[config.mk]
export PLATFORM = sky130hd
export DESIGN_NAME = sha1_round_engine
export DESIGN_NICKNAME = d
export VERILOG_FILES = /design/src/rtl/sha1_pkg.sv /design/src/rtl/sha1_csa.sv /design/src/rtl/sha1_msg_window.sv /design/src/rtl/sha1_round_engine.sv
export SDC_FILE = /design/constraint.sdc
export NUM_CORES = 2
export LEC_CHECK = 0
export BUFFER_PORTS_ARGS = -buffer_cell sky130_fd_sc_hd__buf_2
export CORE_MARGIN = 2
export CORE_UTILIZATION = 55
export DETAILED_ROUTE_END_ITERATION = 16
export GPL_TIMING_DRIVEN = 0
export PLACE_DENSITY_LB_ADDON = 0.2
export REMOVE_ABC_BUFFERS = 1
export SYNTH_ARGS = -nofsm -noshare
export SYNTH_HDL_FRONTEND = slang
export SYNTH_SLANG_ARGS = --single-unit
[constraint.sdc]
create_clock -name clk -period 5.45 [get_ports clk]
set_input_delay 0 -clock clk [delete_from_list [all_inputs] [get_ports clk]]
set_output_delay 0 -clock clk [all_outputs]
set_load 0.05 [all_outputs]
[src/rtl/sha1_pkg.sv]
package sha1_pkg;
    localparam int WORD_W      = 32;
    localparam int MSG_WORDS   = 16;
    localparam int STATE_WORDS = 5;
    localparam int ROUNDS      = 80;
    localparam int BLOCK_W     = WORD_W * MSG_WORDS;
    localparam int CHAIN_W     = WORD_W * STATE_WORDS;
    localparam int RND_W       = $clog2(ROUNDS + 1);

    typedef logic [WORD_W-1:0] word_t;

    typedef struct packed {
        word_t a;
        word_t b;
        word_t c;
        word_t d;
        word_t e;
    } work_t;

    typedef enum logic [1:0] {
        ENG_IDLE,
        ENG_RUN,
        ENG_FOLD
    } eng_state_e;

    function automatic word_t rotl(input word_t x, input int n);
        return (x << n) | (x >> (WORD_W - n));
    endfunction

    function automatic word_t round_k(input logic [RND_W-1:0] t);
        if (t < 20)      return 32'h5A827999;
        else if (t < 40) return 32'h6ED9EBA1;
        else if (t < 60) return 32'h8F1BBCDC;
        else             return 32'hCA62C1D6;
    endfunction

    function automatic word_t round_f(input logic [RND_W-1:0] t,
                                      input word_t b, input word_t c, input word_t d);
        if (t < 20)      return (b & c) | (~b & d);
        else if (t < 40) return b ^ c ^ d;
        else if (t < 60) return (b & c) | (b & d) | (c & d);
        else             return b ^ c ^ d;
    endfunction
endpackage

[src/rtl/sha1_csa.sv]
module sha1_csa #(
    parameter int W = 32
) (
    input  logic [W-1:0] x_i,
    input  logic [W-1:0] y_i,
    input  logic [W-1:0] z_i,
    output logic [W-1:0] sum_o,
    output logic [W-1:0] carry_o
);
    assign carry_o[0] = 1'b0;

    for (genvar i = 0; i < W; i++) begin : g_bit
        assign sum_o[i] = x_i[i] ^ y_i[i] ^ z_i[i];
        if (i > 0) begin : g_carry
            assign carry_o[i] = (x_i[i-1] & y_i[i-1]) | (x_i[i-1] & z_i[i-1])
                              | (y_i[i-1] & z_i[i-1]);
        end
    end

    // the two outputs carry the same total as the three inputs
    always_comb begin
        a_r10_csa_total: assert (W'(sum_o + carry_o) == W'(x_i + y_i + z_i));
    end
endmodule

[src/rtl/sha1_msg_window.sv]
module sha1_msg_window
    import sha1_pkg::*;
(
    input  logic               clk,
    input  logic               rst_n,
    input  logic               load_i,
    input  logic               shift_i,
    input  logic [BLOCK_W-1:0] block_i,
    output word_t              w_cur_o,
    output word_t              w_next_o
);
    word_t win_d [MSG_WORDS];
    word_t win_q [MSG_WORDS];

    always_comb begin
        for (int i = 0; i < MSG_WORDS; i++) win_d[i] = win_q[i];
        if (load_i) begin
            for (int i = 0; i < MSG_WORDS; i++)
                win_d[i] = block_i[BLOCK_W-1-WORD_W*i -: WORD_W];
        end else if (shift_i) begin
            for (int i = 0; i < MSG_WORDS-1; i++) win_d[i] = win_q[i+1];
            win_d[MSG_WORDS-1] = rotl(win_q[13] ^ win_q[8] ^ win_q[2] ^ win_q[0], 1);
        end
    end

    always_ff @(posedge clk or negedge rst_n) begin
        if (!rst_n) begin
            for (int i = 0; i < MSG_WORDS; i++) win_q[i] <= '0;
        end else begin
            for (int i = 0; i < MSG_WORDS; i++) win_q[i] <= win_d[i];
        end
    end

    assign w_cur_o  = win_q[0];
    assign w_next_o = win_q[1];
endmodule

[src/rtl/sha1_round_engine.sv]
module sha1_round_engine
    import sha1_pkg::*;
(
    input  logic               clk,
    input  logic               rst_n,
    input  logic               start_i,
    input  logic [BLOCK_W-1:0] block_i,
    input  logic [CHAIN_W-1:0] chain_i,
    output logic               busy_o,
    output logic               done_o,
    output logic [CHAIN_W-1:0] digest_o
);
    typedef struct packed {
        eng_state_e         st;
        logic [RND_W-1:0]   rnd;
        work_t              work;
        work_t              hin;
        word_t              pre;
        logic               done;
        logic [CHAIN_W-1:0] digest;
    } eng_regs_t;

    eng_regs_t r_d, r_q;

    logic  accept, running;
    word_t w_cur, w_next;
    work_t chain_w;

    assign chain_w = work_t'(chain_i);
    assign accept  = (r_q.st == ENG_IDLE) && start_i;
    assign running = (r_q.st == ENG_RUN);

    sha1_msg_window u_window (
        .clk      (clk),
        .rst_n    (rst_n),
        .load_i   (accept),
        .shift_i  (running),
        .block_i  (block_i),
        .w_cur_o  (w_cur),
        .w_next_o (w_next)
    );

    // Round path: rotl5(A) + f + early term, one carry-save stage then one add
    word_t rnd_s, rnd_c, new_a;
    sha1_csa #(.W(WORD_W)) u_round_csa (
        .x_i     (rotl(r_q.work.a, 5)),
        .y_i     (round_f(r_q.rnd, r_q.work.b, r_q.work.c, r_q.work.d)),
        .z_i     (r_q.pre),
        .sum_o   (rnd_s),
        .carry_o (rnd_c)
    );
    assign new_a = rnd_s + rnd_c;

    // Early-term path: next E (load: H4, run: D) + K + W, same depth
    word_t pe_x, pe_y, pe_z, pe_s, pe_c, pre_sum;
    always_comb begin
        if (accept) begin
            pe_x = chain_w.e;
            pe_y = round_k('0);
            pe_z = block_i[BLOCK_W-1 -: WORD_W];
        end else begin
            pe_x = r_q.work.d;
            pe_y = round_k(r_q.rnd + 1'b1);
            pe_z = w_next;
        end
    end
    sha1_csa #(.W(WORD_W)) u_pre_csa (
        .x_i     (pe_x),
        .y_i     (pe_y),
        .z_i     (pe_z),
        .sum_o   (pe_s),
        .carry_o (pe_c)
    );
    assign pre_sum = pe_s + pe_c;

    always_comb begin
        r_d      = r_q;
        r_d.done = 1'b0;
        unique case (r_q.st)
            ENG_IDLE: begin
                if (start_i) begin
                    r_d.st   = ENG_RUN;
                    r_d.rnd  = '0;
                    r_d.work = chain_w;
                    r_d.hin  = chain_w;
                    r_d.pre  = pre_sum;
                end
            end
            ENG_RUN: begin
                r_d.work.a = new_a;
                r_d.work.b = r_q.work.a;
                r_d.work.c = rotl(r_q.work.b, 30);
                r_d.work.d = r_q.work.c;
                r_d.work.e = r_q.work.d;
                r_d.pre    = pre_sum;
                r_d.rnd    = r_q.rnd + 1'b1;
                if (r_q.rnd == RND_W'(ROUNDS - 1)) r_d.st = ENG_FOLD;
            end
            ENG_FOLD: begin
                r_d.digest = {r_q.hin.a + r_q.work.a, r_q.hin.b + r_q.work.b,
                              r_q.hin.c + r_q.work.c, r_q.hin.d + r_q.work.d,
                              r_q.hin.e + r_q.work.e};
                r_d.done   = 1'b1;
                r_d.st     = ENG_IDLE;
            end
            default: r_d.st = ENG_IDLE;
        endcase
    end

    always_ff @(posedge clk or negedge rst_n) begin
        if (!rst_n) begin
            r_q <= '0;
        end else begin
            r_q <= r_d;
        end
    end

    assign busy_o   = (r_q.st != ENG_IDLE);
    assign done_o   = r_q.done;
    assign digest_o = r_q.digest;

    // the completion pulse lasts one cycle
    a_r3_done_single: assert property (@(posedge clk) disable iff (!rst_n)
        done_o |=> !done_o);
    // completion and busy never overlap
    a_r4_done_not_busy: assert property (@(posedge clk) disable iff (!rst_n)
        done_o |-> !busy_o);
    // an idle start is taken on the next edge
    a_r4_accept: assert property (@(posedge clk) disable iff (!rst_n)
        (start_i && !busy_o) |=> busy_o);
    // a start during a run does not restart or abort it
    a_r5_start_ignored: assert property (@(posedge clk) disable iff (!rst_n)
        (running && start_i) |=> (busy_o && r_q.rnd == RND_W'($past(r_q.rnd) + 1)));
    // the result only moves in a completion cycle
    a_r6_digest_hold: assert property (@(posedge clk) disable iff (!rst_n)
        !done_o |-> $stable(digest_o));
    // the stored early term matches this round's E, K and W
    a_r9_early_term: assert property (@(posedge clk) disable iff (!rst_n)
        running |-> (r_q.pre == word_t'(r_q.work.e + round_k(r_q.rnd) + w_cur)));
endmodule

* After elaboration in Yosys (flattened, before gate mapping)
Cells that the tools add are included.
Storage, ports and cells: bits in registers 1034, input bits 675, word-level logic and storage cells 529, output and inout port bits 162
Cells by class: bitwise operators 454, reductions and logical operators 8, multiplexer cells 17, add/sub/neg operators 8, eq/ne operators 5, order comparisons 6
Operators with widths (number):
- $mux 512 | 2
- $mux 361 | 1
- $pmux 167 s2 | 1
- $mux 32 | 8
- $add 32x32->32 | 7
- $and 1x1->1 | 186
- $mux 161 | 1
- $xor 32x32->32 | 5
- $and 32x32->32 | 4
- $xor 1x1->1 | 128
- $or 1x1->1 | 124
- $or 32x32->32 | 3
- $pmux 32 s2 | 1
- $not 32->32 | 1
- $or 32x1->32 | 1
- $or 32x30->32 | 1
- $or 32x5->32 | 1
- $mux 31 | 1
- $lt 7x6->1 const B | 4
- $lt 7x5->1 const B | 2
- $add 7x1->7 const B | 1
- $eq 7x7->1 const B | 1
- $reduce_and 2->1 | 3
- $reduce_bool 2->1 | 3
- other kinds (8) | 8

* Longest topological paths before layout
depth after elaboration 12, gate-level depth with buffers 23, gate-level depth less buffers 21

* Modules after synthesis
From an unflattened synthesis, not the netlist that was laid out.
Unflattened totals: cell total of the unflattened synthesis 6648, area total of the unflattened synthesis 61292.5 µm²
By module, submodules not included:
- sha1_round_engine | times used 1, sequential area each 13062.5 µm², area an instance 34708.3 µm², cells an instance 4197
- sha1_msg_window | times used 1, sequential area each 12812.3 µm², area an instance 25273.0 µm², cells an instance 2383
- sha1_csa | times used 2, sequential area each 0.0 µm², area an instance 655.6 µm², cells an instance 34

* Worst setup path after synthesis
OpenSTA, ideal clock, no wires.
kind register to register, start register r_q[520] in the netlist's numbering, end register r_q[192] in the netlist's numbering, stages on the path, launching flop included 21, data required time 5381 ps, buffers on the path 3, setup slack 471 ps, library setup time 69 ps, period minus slack after synthesis 4979 ps, arrival 4910 ps, cell sequence dfrtp_1 > clkbuf_1 > clkinv_1 > nand2_1 > nor2_1 > clkbuf_1 > clkbuf_1 > o21ai_0 > fa_1 > ha_1 > inv_1 > fa_1 > nor2b_1 > o21a_1 > o21ai_1 > a21oi_1 > a2111oi_0 > nor2_1 > a311oi_1 > or4_1 > nand3_1
On the way: word-level cells in the longest chain between the ends 9, elaborated cells between the ends (all ways) 231, those cells by class add/sub: 1; eq/ne: 2; mux: 5; bitwise: 219; reduce/logical: 4
Ends and longest elaborated chain:
- start: declaration | line sha1_round_engine.sv:23 | eng_regs_t r_d, r_q;
- start signal: assignment | line sha1_round_engine.sv:114 | r_q <= r_d;
- $logic_not 2->1 | line sha1_round_engine.sv:30, sha1_round_engine.sv:79
- $logic_and 1x1->1 | line sha1_round_engine.sv:30 | assign accept = (r_q.st == ENG_IDLE) && start_i;
- $mux 32 | line sha1_round_engine.sv:57 | if (accept) begin
- $and 1x1->1 | line sha1_csa.sv:15 | assign carry_o[i] = (x_i[i-1] & y_i[i-1]) | (x_i[i-1] & z_i[i-1])
- $or 1x1->1 | line sha1_csa.sv:15
- $or 1x1->1 | line sha1_csa.sv:16 | | (y_i[i-1] & z_i[i-1]);
- $add 32x32->32 | line sha1_round_engine.sv:74 | assign pre_sum = pe_s + pe_c;
- $mux 361 | line sha1_round_engine.sv:81 | if (start_i) begin
- $pmux 32 s2 | line sha1_round_engine.sv:79 | unique case (r_q.st)
Parallel ways exist; a longest one is shown, timed or not. The select of a mux whose other input is x is not followed. A chain may end at the register's enable or synchronous reset.

* Final worst setup path
start register r_q[520] in the netlist's numbering, end register r_q[185] in the netlist's numbering
Same word-level chain as after synthesis.

==> impl_metrics.ini <==
[drt]
finalWirelength_mm = 247
wl_per_cell_um = 25.5
drt-pass1-iter-count = 7
drt-vias-per-instance = 6.58
dr.first_iter.drc_count = 8753
ant_nets = 0
drcViolationCount = 0
vias = 63700

[setup_path]
critPathTopFamily = compound AO/OA/AOI/OAI gates
path_cells = clkinv_16 > buf_16 > nand2_2 > nor2_4 > buf_12 > buf_16 > buf_16 > a21o_4 > inv_1 > nand2_2 > inv_2 > maj3_1 > nand2_1 > nand2_1 > ha_1 > a21oi_2 > nand3_1 > o22ai_4 > nand3_2 > a21oi_2 > o21ai_0 > o41ai_2 > xor2_1 > o21ai_0
start_kind = flop
path_class = flop to flop
crit_required_ns = 6.05
end_kind = flop
crit_buf_inv = 7
crit_top_cell = buf_16
arrival_ns = 5.93
rr_startpoint = r_q[520]
critPathMaxFanout = 24
critPathSlowestCell = dfrtp_4
slowest_delay_ns = 0.57
startpoint = r_q[520]

[synth]
synth.top_cell.area_share_pct = 43.1
synth_edf_count = 0
ys_warn_count = 0
synth.area.top_cells = dfrtp_1 43%, o22ai_1 11%, nand2_1 7.7%, a21oi_1 6.2%, ha_1 4.8%
syn_area_per_cell_sq_um = 8.72
ys_ff_latch = 1034
yosysTopAreaCell = dfrtp_1
ys.flop_type = dfrtp_1
syn_area_sq_mm = 0.0601
netlist_instances = 6887
synth-async-reset-ratio_pct = 100
synth.distinct_cells = 87
yosysSeqAreaShare_pct = 43.1

[timing]
setup_viol = 0
finalCritPeriodShare_pct = 97.9
hold_viol = 1
tightest_slew_ns = 1.04
drv_slew = 0
maxClockFrequency_mhz = 187
worst_hold_slack_ns = -0.0398
min_period_ns = 5.34
setup_ws_ns = 0.115
relSlewSlack_pct = 28.8
fin_skew_ns = 0.0431

[hold_path]
min_from = block_i[510]
hp-class = input port to flop

[power]
p_int_w = 0.0316
power.leakage_nw = 35.6
switching_share_pct = 47.8
totalPowerFinal_w = 0.0606
pwr-share-seq_pct = 25.6
p_per_area_mw_per_mm2 = 781
peakVddDrop_v = 0.000467
p_switching_w = 0.0289
clockPowerShare_pct = 13.1
combPwrFrac_pct = 61.3

[clock_tree]
cts-root-buf = clkbuf_16
cts_tree = done
cts_max_path_buffers = 3
cts_sinks = 1034
cts_buffers = 110
path_clk_slew_ns = 0.07
worstSkewPairLatency_ns = 0.76
cts.htree.levels = 3

[grt]
grt_usage_pct = 41.9
grt_pass1_vias = 61700
grt_antenna_before_repair = 80
gr-total-overflow = 0
grt_pass1_wl_mm = 364
grt_max_degree = 164

[place]
port_buffers = 836
dpl.hpwl_mm = 149
gp_congestion = 0.999
dpl.cell_count = 8572
pre_cts_slack_ns = -2.48

[floorplan]
fp.dieW_um = 335
start_util_pct = 55.3
die_area_sq_mm = 0.112
ios = 837
core_area_sq_mm = 0.109
fp-row-count = 121
die_height_um = 335

[run_status]
status = finished with violations
violations = hold timing

[layout]
final_util_pct = 71.5
syn_to_final_growth_pct = 29.1
drive_gt1_share_pct = 14.6
final_cells = 9688
final_nets = 9107

[run]
maxCapViolCount = 0
-- per-layer routing --
metal	vias to the layer above	global-route usage (%)	wire [um]	share of wire [%]
met5	-	0	156	0.063
met4	24	29.3	22000	8.9
met3	1522	9.58	25000	10
met2	4836	65.5	111000	45
met1	30100	51.6	88600	36
li1	27200	-	-	-
-- flip-flops by register name (all words and copies together), names as in the netlist --
signal,flops
u_window.win_q,448
r_q,361
u_window.w_next_o,32
done_o,1
digest_o,160
u_window.w_cur_o,32
-- power groups by stage --
stage | combinational (W) | sequential (W) | clock (W)
2_1_floorplan | 0.0266 | 0.0141 | 0
3_3_place_gp | 0.0343 | 0.0152 | 0
3_5_place_dp | 0.0341 | 0.0151 | 0
4_1_cts | 0.0355 | 0.0150 | 0.00789
5_1_grt | 0.0409 | 0.0157 | 0.00825
6_report | 0.0371 | 0.0155 | 0.00795
-- cell usage in the layout (no fill, tap or decap), types with 20 or more instances in the layout --
| master | n |
|---|---|
| dfrtp_1 | 1032 |
| buf_2 | 834 |
| inv_1 | 222 |
| nor2b_1 | 32 |
| a21oi_1 | 742 |
| ha_1 | 230 |
| dlygate4sd3_1 | 802 |
| nor2_1 | 232 |
| o21bai_1 | 20 |
| clkbuf_16 | 117 |
| nor3b_1 | 21 |
| o22ai_1 | 1010 |
| xor2_1 | 81 |
| clkbuf_1 | 29 |
| xnor2_1 | 184 |
| nand3_1 | 90 |
| nand2b_1 | 31 |
| or3_1 | 20 |
| nand2_1 | 1219 |
| a31oi_1 | 117 |
| buf_12 | 23 |
| a21o_1 | 96 |
| fa_1 | 95 |
| buf_16 | 47 |
| and3_1 | 28 |
| o31ai_1 | 37 |
| o21ai_0 | 317 |
| mux2_2 | 23 |
| o21a_1 | 21 |
| nor3_1 | 33 |
| a211oi_1 | 25 |
| diode_2 | 81 |
-- cells in the mapped netlist (31+ instances only) --
master,count
buf_4,160
nor3_1,33
a21o_1,97
ha_1,230
nand3_1,91
o31ai_1,38
clkbuf_1,435
nor2_1,242
xnor2_1,185
nand2_1,1229
o21ai_0,318
a21oi_1,748
dfrtp_1,1034
nor2b_1,32
xor2_1,81
o22ai_1,1011
fa_1,95
nand2b_1,31
a31oi_1,117
inv_1,223
-- final timing paths --
check                                  endpoint  slack [ns]  cells past startpoint
max reg2reg                            r_q[185]        0.11                     24
min                        u_window.w_cur_o[30]       -0.04                      3
min reg2reg                       digest_o[101]        0.47                      2
max                                    r_q[185]        0.11                     24
min in group asynchronous              r_q[481]        0.48                      4
max in group asynchronous   u_window.win_q[171]        3.20                      6
-- repair_timing --
action,CTS,global route
setup buffers,8,7
hold endpoints to repair,1314,0
pin swaps,5,4
gates resized for setup,35,19
hold buffers,803,0
cloned,12,7
setup endpoints to repair,32,14
-- area by class of cell --
cell class / instances / area (sq um)
Clock buffer: 160 / 3170
Tap cell: 1414 / 1770
Antenna cell: 81 / 203
Inverter: 227 / 896
Fill cell: 7741 / 31000
Sequential cell: 1034 / 25900
Timing Repair Buffer: 1731 / 14400
Timing Repair inverter: 4 / 45.0
Clock inverter: 38 / 500
Multi-Input combinational cell: 4999 / 30700
-- tightest hold or removal path: stages --
cell     delay (ns)
buf_2          0.07
mux2i_1        0.29
o21ai_0        0.29
-- cell families (layout without fill, tap and decap cells) --
group,Yosys count,in the layout,share of synthesized area (%)
AOI/OAI and AO/OA,2557,2557,25.4
and+or+nand+nor,1810,1813,12.6
DFF,1034,1034,43.1
buffers and inverters,857,2160,6.37
adders and majority gates,327,327,7.99
xor gates and xnor gates,266,266,3.88
muxes,36,36,0.648
other,0,81,0
-- through the flow --
step,cell area [sq um],hold WS [ns],TNS (ns)
2_1_floorplan,57100,-0.296,-
3_3_place_gp,63100,0.210,-
3_5_place_dp,64800,0.0221,-44.74
4_1_cts,77100,0.00142,0
5_1_grt,77500,0.00155,-0.140
6_report,77600,-0.0398,0
Power figures use the tool's default switching activity.
